### config.mk
export PLATFORM = sky130hd
export DESIGN_NAME = frame_lock_monitor
export DESIGN_NICKNAME = d
export VERILOG_FILES = /design/src/rtl/frame_lock_pkg.sv /design/src/rtl/frame_edge_sync.sv /design/src/rtl/frame_drift_meter.sv /design/src/rtl/frame_lock_fsm.sv /design/src/rtl/sample_mute_gate.sv /design/src/rtl/frame_lock_monitor.sv
export SDC_FILE = /design/constraint.sdc
export NUM_CORES = 1
export LEC_CHECK = 0
export BUFFER_PORTS_ARGS = -buffer_cell sky130_fd_sc_hd__buf_4
export CORE_MARGIN = 2
export CORE_UTILIZATION = 50
export CTS_BUF_LIST = sky130_fd_sc_hd__clkbuf_8
export CTS_CLUSTER_DIAMETER = 50
export DETAILED_ROUTE_END_ITERATION = 8
export PLACE_DENSITY = 0.79
export SYNTH_ARGS = -nofsm -noshare
export SYNTH_HDL_FRONTEND = slang
export SYNTH_SLANG_ARGS = --single-unit
### constraint.sdc
create_clock -name clk -period 2.9 [get_ports clk]
set_clock_uncertainty 0.2 [all_clocks]
set_input_delay 0.58 -clock clk [delete_from_list [all_inputs] [get_ports clk]]
set_output_delay 0.58 -clock clk [all_outputs]
set_load 0.05 [all_outputs]
### src/rtl/frame_lock_pkg.sv
package frame_lock_pkg;

  // Tracking state of the lock machine
  typedef enum logic [1:0] {
    ST_ACQUIRE = 2'd0,
    ST_VERIFY  = 2'd1,
    ST_LOCKED  = 2'd2
  } lock_state_e;

  // Verdict on one frame edge, from its drift against the reference
  typedef enum logic [1:0] {
    DRIFT_GOOD = 2'd0,
    DRIFT_HOLD = 2'd1,
    DRIFT_LOSS = 2'd2
  } drift_class_e;

endpackage

### src/rtl/frame_edge_sync.sv
module frame_edge_sync #(
  parameter int SYNC_STAGES = 2
) (
  input  logic clk,
  input  logic rst_n,
  input  logic frame_clk_i,
  output logic rise_o
);

  // Synchronizer chain plus one history flop for edge detection
  logic [SYNC_STAGES:0] shift_q;
  logic [SYNC_STAGES:0] shift_d;

  always_comb begin
    shift_d = {shift_q[SYNC_STAGES-1:0], frame_clk_i};
  end

  always_ff @(posedge clk or negedge rst_n) begin
    if (!rst_n) begin
      shift_q <= '0;
    end else begin
      shift_q <= shift_d;
    end
  end

  assign rise_o = shift_q[SYNC_STAGES-1] & ~shift_q[SYNC_STAGES];

endmodule

### src/rtl/frame_drift_meter.sv
module frame_drift_meter
  import frame_lock_pkg::*;
#(
  parameter int FRAME_CYC = 256,  // system cycles per frame
  parameter int BIT_CYC   = 4,    // system cycles per bit clock, power of two
  parameter int LOSS_BITS = 6,    // drift above this is a loss
  parameter int GOOD_BITS = 5,    // drift below this is good
  localparam int CW       = $clog2(FRAME_CYC)
) (
  input  logic         clk,
  input  logic         rst_n,
  input  logic [CW-1:0] ref_phase_i,
  output logic [CW-1:0] phase_o,
  output drift_class_e class_o
);

  localparam int BIT_SH = $clog2(BIT_CYC);
  localparam int HALF   = FRAME_CYC / 2;

  logic [CW-1:0] cnt_q, cnt_d;
  logic [CW:0]   diff, mag, drift_bits;

  // Free-running phase counter, wraps once per nominal frame
  always_comb begin
    if (cnt_q == CW'(FRAME_CYC - 1)) begin
      cnt_d = '0;
    end else begin
      cnt_d = cnt_q + CW'(1);
    end
  end

  always_ff @(posedge clk or negedge rst_n) begin
    if (!rst_n) begin
      cnt_q <= '0;
    end else begin
      cnt_q <= cnt_d;
    end
  end

  // Modular difference folded into a signed magnitude, then bit units
  always_comb begin
    if (cnt_q >= ref_phase_i) begin
      diff = {1'b0, cnt_q} - {1'b0, ref_phase_i};
    end else begin
      diff = {1'b0, cnt_q} + (CW+1)'(FRAME_CYC) - {1'b0, ref_phase_i};
    end
    if (diff >= (CW+1)'(HALF)) begin
      mag = (CW+1)'(FRAME_CYC) - diff;
    end else begin
      mag = diff;
    end
    drift_bits = mag >> BIT_SH;
    if (drift_bits > (CW+1)'(LOSS_BITS)) begin
      class_o = DRIFT_LOSS;
    end else if (drift_bits < (CW+1)'(GOOD_BITS)) begin
      class_o = DRIFT_GOOD;
    end else begin
      class_o = DRIFT_HOLD;
    end
  end

  assign phase_o = cnt_q;

endmodule

### src/rtl/frame_lock_fsm.sv
module frame_lock_fsm
  import frame_lock_pkg::*;
#(
  parameter int CW          = 8,
  parameter int LOCK_FRAMES = 2
) (
  input  logic          clk,
  input  logic          rst_n,
  input  logic          master_i,
  input  logic          rise_i,
  input  logic [CW-1:0] phase_i,
  input  drift_class_e  class_i,
  output logic [CW-1:0] ref_o,
  output logic          muted_o,
  output logic          resync_o
);

  localparam int GW = $clog2(LOCK_FRAMES + 1);

  lock_state_e   state_q, state_d;
  logic [CW-1:0] ref_q;
  logic          ref_en;
  logic [GW-1:0] good_q, good_d;
  logic          resync_q, resync_d;

  always_comb begin
    state_d  = state_q;
    good_d   = good_q;
    ref_en   = 1'b0;
    resync_d = 1'b0;
    if (master_i) begin
      state_d = ST_ACQUIRE;
      good_d  = '0;
    end else if (rise_i) begin
      unique case (state_q)
        ST_ACQUIRE: begin
          ref_en  = 1'b1;
          good_d  = '0;
          state_d = ST_VERIFY;
        end
        ST_VERIFY: begin
          if (class_i == DRIFT_LOSS) begin
            ref_en = 1'b1;
            good_d = '0;
          end else if (class_i == DRIFT_GOOD) begin
            if (good_q == GW'(LOCK_FRAMES - 1)) begin
              state_d  = ST_LOCKED;
              good_d   = '0;
              resync_d = 1'b1;
            end else begin
              good_d = good_q + GW'(1);
            end
          end
        end
        ST_LOCKED: begin
          if (class_i == DRIFT_LOSS) begin
            state_d = ST_ACQUIRE;
            good_d  = '0;
          end
        end
        default: begin
          state_d = ST_ACQUIRE;
          good_d  = '0;
        end
      endcase
    end
  end

  always_ff @(posedge clk or negedge rst_n) begin
    if (!rst_n) begin
      state_q  <= ST_ACQUIRE;
      good_q   <= '0;
      resync_q <= 1'b0;
    end else begin
      state_q  <= state_d;
      good_q   <= good_d;
      resync_q <= resync_d;
    end
  end

  always_ff @(posedge clk or negedge rst_n) begin
    if (!rst_n) begin
      ref_q <= '0;
    end else if (ref_en) begin
      ref_q <= phase_i;
    end
  end

  assign ref_o    = ref_q;
  assign muted_o  = (state_q != ST_LOCKED);
  assign resync_o = resync_q;

endmodule

### src/rtl/sample_mute_gate.sv
module sample_mute_gate #(
  parameter int NCH = 2,
  parameter int DW  = 24
) (
  input  logic                   clk,
  input  logic                   rst_n,
  input  logic                   mute_i,
  input  logic [NCH-1:0][DW-1:0] data_i,
  output logic [NCH-1:0][DW-1:0] data_o
);

  // Bipolar zero in two's complement is all zeros
  localparam logic [DW-1:0] BPZ = '0;

  logic [NCH-1:0][DW-1:0] data_d, data_q;

  for (genvar c = 0; c < NCH; c++) begin : g_ch
    assign data_d[c] = mute_i ? BPZ : data_i[c];

    always_ff @(posedge clk or negedge rst_n) begin
      if (!rst_n) begin
        data_q[c] <= BPZ;
      end else begin
        data_q[c] <= data_d[c];
      end
    end
  end

  assign data_o = data_q;

endmodule

### src/rtl/frame_lock_monitor.sv
module frame_lock_monitor
  import frame_lock_pkg::*;
#(
  parameter int SYS_PER_BIT   = 4,
  parameter int SYS_PER_FRAME = 256,
  parameter int SAMPLE_W      = 24,
  parameter int LOSS_BITS     = 6,
  parameter int GOOD_BITS     = 5,
  parameter int LOCK_FRAMES   = 2,
  parameter int SYNC_STAGES   = 2
) (
  input  logic                clk,
  input  logic                rst_n,
  input  logic                frame_clk_i,
  input  logic                master_mode_i,
  input  logic [SAMPLE_W-1:0] left_i,
  input  logic [SAMPLE_W-1:0] right_i,
  output logic [SAMPLE_W-1:0] left_o,
  output logic [SAMPLE_W-1:0] right_o,
  output logic                sync_lost_o,
  output logic                resync_o
);

  localparam int CW  = $clog2(SYS_PER_FRAME);
  localparam int NCH = 2;

  // Reset: asserted asynchronously, released on the clock
  logic [1:0] rst_sync_q;
  logic       rst_core_n;

  always_ff @(posedge clk or negedge rst_n) begin
    if (!rst_n) begin
      rst_sync_q <= '0;
    end else begin
      rst_sync_q <= {rst_sync_q[0], 1'b1};
    end
  end

  assign rst_core_n = rst_sync_q[1];

  logic          rise;
  logic [CW-1:0] phase, ref_phase;
  drift_class_e  verdict;
  logic          muted;

  frame_edge_sync #(.SYNC_STAGES(SYNC_STAGES)) u_sync (
    .clk         (clk),
    .rst_n       (rst_core_n),
    .frame_clk_i (frame_clk_i),
    .rise_o      (rise)
  );

  frame_drift_meter #(
    .FRAME_CYC (SYS_PER_FRAME),
    .BIT_CYC   (SYS_PER_BIT),
    .LOSS_BITS (LOSS_BITS),
    .GOOD_BITS (GOOD_BITS)
  ) u_meter (
    .clk         (clk),
    .rst_n       (rst_core_n),
    .ref_phase_i (ref_phase),
    .phase_o     (phase),
    .class_o     (verdict)
  );

  frame_lock_fsm #(
    .CW          (CW),
    .LOCK_FRAMES (LOCK_FRAMES)
  ) u_fsm (
    .clk      (clk),
    .rst_n    (rst_core_n),
    .master_i (master_mode_i),
    .rise_i   (rise),
    .phase_i  (phase),
    .class_i  (verdict),
    .ref_o    (ref_phase),
    .muted_o  (muted),
    .resync_o (resync_o)
  );

  assign sync_lost_o = muted & ~master_mode_i;

  logic [NCH-1:0][SAMPLE_W-1:0] gate_in, gate_out;

  assign gate_in = {right_i, left_i};

  sample_mute_gate #(.NCH(NCH), .DW(SAMPLE_W)) u_gate (
    .clk    (clk),
    .rst_n  (rst_core_n),
    .mute_i (sync_lost_o),
    .data_i (gate_in),
    .data_o (gate_out)
  );

  assign left_o  = gate_out[0];
  assign right_o = gate_out[1];

endmodule

==> results of run 1 <==
[through the flow]
step / util (%) / hold slack (ns) / cells
final: 79.1 / 0.0619 / 487
after global routing: 79.1 / 0.116 / 487
after CTS: 76.6 / 0.0799 / 483
after detailed placement: 71.8 / 0.0765 / 464
after global placement: 71.8 / 0.0672 / 464
after floorplan: - / 0.0844 / 255
[timing repair]
action | CTS | global route
hold buffers | 1 | 0
setup endpoints to repair | 13 | 13
gates cloned | 0 | 0
resized for setup | 9 | 24
pin swaps | 7 | 5
buffers inserted | 4 | 4
hold endpoints to repair | 2 | 0
[routing by layer]
layer  wire [um]  share of wire (%)  up-vias  global-route usage, %
li1            -                  -     1157                      -
met1        2660                 36     1158                   22.0
met2        4130                 55       89                   38.8
met3         533                7.1       12                   7.07
met4         141                1.9        0                   12.0
met5           0                  0        -                      0
[power by group]
group,switching (mW),total (mW),internal (mW),leakage (nW)
Combinational,0.424,0.812,0.388,1.35
Sequential,0.0288,1.11,1.08,0.942
Clock,0.382,0.864,0.483,0.106
[state kept, by name (all words and copies together), names as in the netlist]
signal	flops
u_gate.data_o	48
u_fsm.ref_o	8
u_meter.phase_o	8
u_sync.shift_q	3
rst_sync_q	2
u_fsm.good_q	2
u_fsm.state_q	2
u_fsm.resync_o	1
[critical path: stages, from the launching register on]
cell,delay [ns]
dfrtp_1,0.38
inv_1,0.07
ha_2,0.19
inv_2,0.04
fa_2,0.36
a211oi_4,0.27
o21bai_1,0.13
a21oi_2,0.16
xnor2_1,0.20
nor4b_2,0.26
buf_4,0.17
mux2i_4,0.07
o211ai_4,0.21
buf_12,0.16
mux2_4,0.30
[cell type report]
type	instances	area [um^2]	area share (%)
clock buffers	9	124	2.63
clock inverters	6	90.1	1.91
inverters	12	45.0	0.956
multi-input cells	163	1360	28.9
flip-flops and latches	74	1850	39.3
well taps	75	93.8	1.99
repair buffers	148	1140	24.3
[kinds of logic after synthesis]
group                    count (synthesis)  share of synthesized area (%)
adder cells (fa/ha/maj)                 10                           4.29
AND/OR/NAND/NOR                         96                           17.9
other                                    1                          0.121
AO/OA/AOI/OAI                           31                           7.57
flip-flops                              74                           59.9
multiplexers                            13                           4.69
buffers and inverters                   18                           2.18
XOR/XNOR                                12                           3.40
[how the worst min path moves through the flow]
| stage | startpoint | to | cells after the start |
|---|---|---|---|
| 2_1_floorplan | rst_n | rst_sync_q[0]$_DFF_PN0_ | 0 |
| 3_3_place_gp | rst_sync_q[1]$_DFF_PN0_ | u_meter.phase_o[0]$_DFF_PN0_ | 0 |
| 3_5_place_dp | rst_sync_q[1]$_DFF_PN0_ | u_fsm.good_q[0]$_DFFE_PN0P_ | 0 |
| 4_1_cts | rst_sync_q[1]$_DFF_PN0_ | u_fsm.good_q[0]$_DFFE_PN0P_ | 0 |
| 5_1_grt | rst_sync_q[1]$_DFF_PN0_ | u_fsm.good_q[0]$_DFFE_PN0P_ | 0 |
| 6_report | rst_sync_q[1]$_DFF_PN0_ | u_meter.phase_o[2]$_DFF_PN0_ | 0 |
[layout by cell type (no fill, tap or decap), types with 7 or more instances in the layout]
cell,instances
dfrtp_1,73
nand2_1,7
mux2_4,8
clkbuf_8,9
nor2_1,10
buf_4,144
ha_1,8
inv_1,11
nor2b_1,50
==> out/results.ini, run 1 <==
[status]
status=finished, violations left
violations=negative setup slack

[cts]
clk_latency_ns=0.34
clk_pin_slew_ns=0.08
h-tree-depth=3
cts_tree=yes
numCtsBuffers=9
ctsLongestPathBuffers=2
cts.sinks=74
cts_root_buf=clkbuf_8

[floorplan]
num_io_pins=102
die-area_um2=6830
die_y_um=82.7
die_width_um=82.7
start_util_pct=51.9
core-area_um2=5960
placementRows=28

[grt]
globalRouteTotalUtil_pct=21.6
antenna_found_initial=0
grt_overflow=0
grt_max_degree=50
grt_pass1_vias=2519
grt_pass1_wl_um=10800

[power_and_ir_drop]
irDropWorstVdd_v=0.000391
p_leak_nw=2.39
p_per_area_nw_per_um2=592
power.total_mw=2.79

[worst_setup_path]
cp.arrival_ns=3.33
r2r-end=u_fsm.ref_o[6]$_DFFE_PN0P_
r2r_slack_ns=-0.41
r2r_cells=14
worstSetupEndpoint=u_fsm.ref_o[6]$_DFFE_PN0P_
cp.required_ns=2.92
crit_start=u_meter.phase_o[0]$_DFF_PN0_
r2r_start=u_meter.phase_o[0]$_DFF_PN0_
critical_path.startpoint_type=flop
critPathKind=flop to flop
critPathMaxFanout=8
end_kind=flop

[routing]
ant_nets=0
wl_um=7470
via_per_inst=4.96
via_count=2416
drc_errors=0
wl_per_cell_um=15.3
drt_iter0_drc=82
dr.pass1.iters=4

[finish]
layout.nets=470
diodes=0
final_design_area_no_fill_um2=4710
syn2layout_area_growth_pct=52.3
fill_cells=366
layout-drive-gt1-share_pct=49.5

[sta]
rsz0062_at_grt=yes
min_period_ns=3.31
tns_ns=-4.66
worst_pin_slew_ns=0.556
maxSlewViolCount=0
slew_headroom_pct=62.8
hold_viol_final=0
finalSetupViolations=13
post-route-period-util_pct=114
clock.fmax_mhz=302
setup_ws_ns=-0.406

[yosys]
synth_edf_count=0
yosysTopAreaCell=dfrtp_1
synthTopCellsByCount=dfrtp_1, nor2b_1, nor2_1, inv_1
seq_area_frac_synth_pct=59.9
syn_inst=255
synth.ff_latch_count=74
synth_most_common_cell=dfrtp_1
synth_top_area_share_pct=59.9
synth_cell_types=46
synth_area_leaders=dfrtp_1, nor2b_1, ha_1
synthesis.nets=317
yosysWarnings=0
syn_area_per_cell_um2=12.1
ys.flop_type=dfrtp_1
async_flop_share_pct=100
syn_area_um2=3090

[placed_design]
dp_slack_ns=-0.452
place_area_um2=4280
port_buffers=101
dp_hpwl_um=5180
gp_congestion=0.821

[flow_run]
cap_violations=0

[worst_hold_path]
hold_class=flop to asynchronous set/reset pin

Note: power is estimated with default switching activity, not from simulation.
==> run 2, diff against run 1 <==
--- a/config.mk
+++ b/config.mk
@@ -6,6 +6,7 @@
 export NUM_CORES = 1
 export LEC_CHECK = 0
 export BUFFER_PORTS_ARGS = -buffer_cell sky130_fd_sc_hd__buf_4
+export CORE_ASPECT_RATIO = 0.75
 export CORE_MARGIN = 2
 export CORE_UTILIZATION = 50
 export CTS_BUF_LIST = sky130_fd_sc_hd__clkbuf_8
==> run 2 against run 1 <==
The flow still finishes with violations (negative setup slack); sequential power barely moved; global-route usage rose by 2.7 points; die area rose by 0.10%; critical path type unchanged; largest power group unchanged.
==> out/results.ini, run 2 (synthesized netlist as in run 1, its figures left out) <==
[finish]
layout-drive-gt1-share_pct=49.8
largest_reg_flops=48
most-common-layout-cells=buf_4, dfrtp_1, nor2b_1, inv_1, nor2_1
final_design_area_no_fill_um2=4760
syn2layout_area_growth_pct=53.8
finish.utilization_pct=80.8
layout.nets=469
diodes=0
final_common_cell=buf_4
fin_cells=490

[cts]
numCtsBuffers=9
cts_root_buf=clkbuf_8
h-tree-depth=3
cts.sinks=74
clk_latency_ns=0.34
ctsLongestPathBuffers=2
clk_pin_slew_ns=0.08
cts_tree=yes

[status]
status=finished, violations left
violations=negative setup slack

[power_and_ir_drop]
p_leak_nw=2.40
p_per_area_nw_per_um2=614
irDropWorstVdd_v=0.000389
power.total_mw=2.92

[worst_setup_path]
critPathKind=flop to flop
r2r_start=u_meter.phase_o[0]$_DFF_PN0_
r2r_cells=14
cp.required_ns=2.93
end_kind=flop
crit_top_cell=mux2_4
critical_path.startpoint_type=flop
cpPeakStageDelay_ns=0.38
crit_chain=inv_1 -> ha_2 -> inv_2 -> fa_2 -> a211oi_4 -> nor2_2 -> a221o_2 -> a21oi_4 -> buf_4 -> buf_6 -> nor2_4 -> mux2_4 -> a31oi_4 -> mux2_4
crit_slowest_cell=dfrtp_1
r2r_slack_ns=-0.40
cp.arrival_ns=3.32
r2r-end=u_fsm.state_q[1]$_DFFE_PN0P_
critPathMaxFanout=3

[grt]
grt_max_degree=51
grt_pass1_wl_um=12400
antenna_found_initial=0
met1_usage_pct=28.0
grt_util_met2_pct=41.5
globalRouteTotalUtil_pct=24.3
grt_overflow=0
busiest_layer=met2
grt_pass1_vias=2585
met3_usage_pct=9.55

[placed_design]
dp_slack_ns=-0.436
port_buffers=101
place_area_um2=4270
gp_congestion=0.841
dp.cells=468
dp_hpwl_um=5440

[routing]
via_per_inst=4.97
via_count=2433
wl_um=7910
wl_per_cell_um=16.1
drc_errors=0
drt_iter0_drc=120
dr.pass1.iters=4
ant_nets=0

[floorplan]
start_util_pct=52.6
placementRows=24
die_width_um=94.8
die-area_um2=6840
num_io_pins=102
core-area_um2=5890
die_y_um=72.1

[flow_run]
cap_violations=0

[sta]
clock.fmax_mhz=303
post-route-period-util_pct=114
maxSlewViolCount=0
holdWs_ns=0.0405
hold_viol_final=0
slew_headroom_pct=58.0
min_period_ns=3.30
setup_ws_ns=-0.398
tns_ns=-4.50
worst_pin_slew_ns=0.628
rsz0062_at_grt=yes
finalSetupViolations=13

[worst_hold_path]
hold_class=flop to asynchronous set/reset pin

run 2: changes by cell type in the layout (fill, tap and decap cells not counted), moves of 3 or more:
| cell | change |
|---|---|
| buf_6 | +3 |
| buf_4 | -4 |
| mux2_4 | -4 |
| mux2_2 | +4 |
run 2: power breakdown:
group	switching (mW)	internal [mW]	total, mW
registers	0.0275	1.08	1.11
clock network	0.377	0.571	0.948
logic	0.448	0.411	0.859
total	0.853	2.07	2.92
run 2: metal layers:
| metal | routed length [um] | part of all wire, % |
|---|---|---|
| met5 | 0 | 0 |
| met1 | 3110 | 39 |
| met4 | 119 | 1.5 |
| met2 | 4220 | 53 |
| met3 | 461 | 5.8 |
run 2: how the worst max path moves through the flow:
| stage | from | end | slack, ns | depth (start not counted) |
|---|---|---|---|---|
| global route | u_meter.phase_o[0]$_DFF_PN0_ | u_fsm.ref_o[7]$_DFFE_PN0P_ | -0.51 | 14 |
| global placement | u_meter.phase_o[0]$_DFF_PN0_ | u_fsm.ref_o[0]$_DFFE_PN0P_ | -0.34 | 12 |
| finish | u_meter.phase_o[0]$_DFF_PN0_ | u_fsm.state_q[1]$_DFFE_PN0P_ | -0.40 | 14 |
| CTS | u_meter.phase_o[0]$_DFF_PN0_ | u_fsm.ref_o[0]$_DFFE_PN0P_ | -0.36 | 13 |
| floorplan | u_meter.phase_o[0]$_DFF_PN0_ | u_fsm.ref_o[0]$_DFFE_PN0P_ | -0.39 | 12 |
| detailed placement | u_meter.phase_o[0]$_DFF_PN0_ | u_fsm.ref_o[3]$_DFFE_PN0P_ | -0.44 | 12 |
run 2: repair_timing:
item | in CTS | in global routing
setup endpoints to repair | 13 | 13
resized for setup | 16 | 20
buffers inserted | 2 | 4
hold buffers | 1 | 0
endpoints found under the hold margin | 2 | 0
pin swaps | 11 | 4
run 2: final cells by class:
| class | instances | area (um^2) |
|---|---|---|
| Sequential cell | 74 | 1850 |
| Multi-Input combinational cell | 163 | 1370 |
| Timing Repair Buffer | 147 | 1150 |
| Fill cell | 337 | 1130 |
| Clock buffer | 9 | 124 |
| Clock inverter | 7 | 119 |
| Tap cell | 78 | 97.6 |
| Inverter | 12 | 45.0 |
run 2: critical path, delay by kind of cell, from the launching register on:
kind / cells / cell delay [ns]
compound gates: 4 / 0.99
fa+ha+maj: 2 / 0.54
buf+inv: 4 / 0.35
flops: 1 / 0.38
mux: 2 / 0.61
simple gates: 2 / 0.12
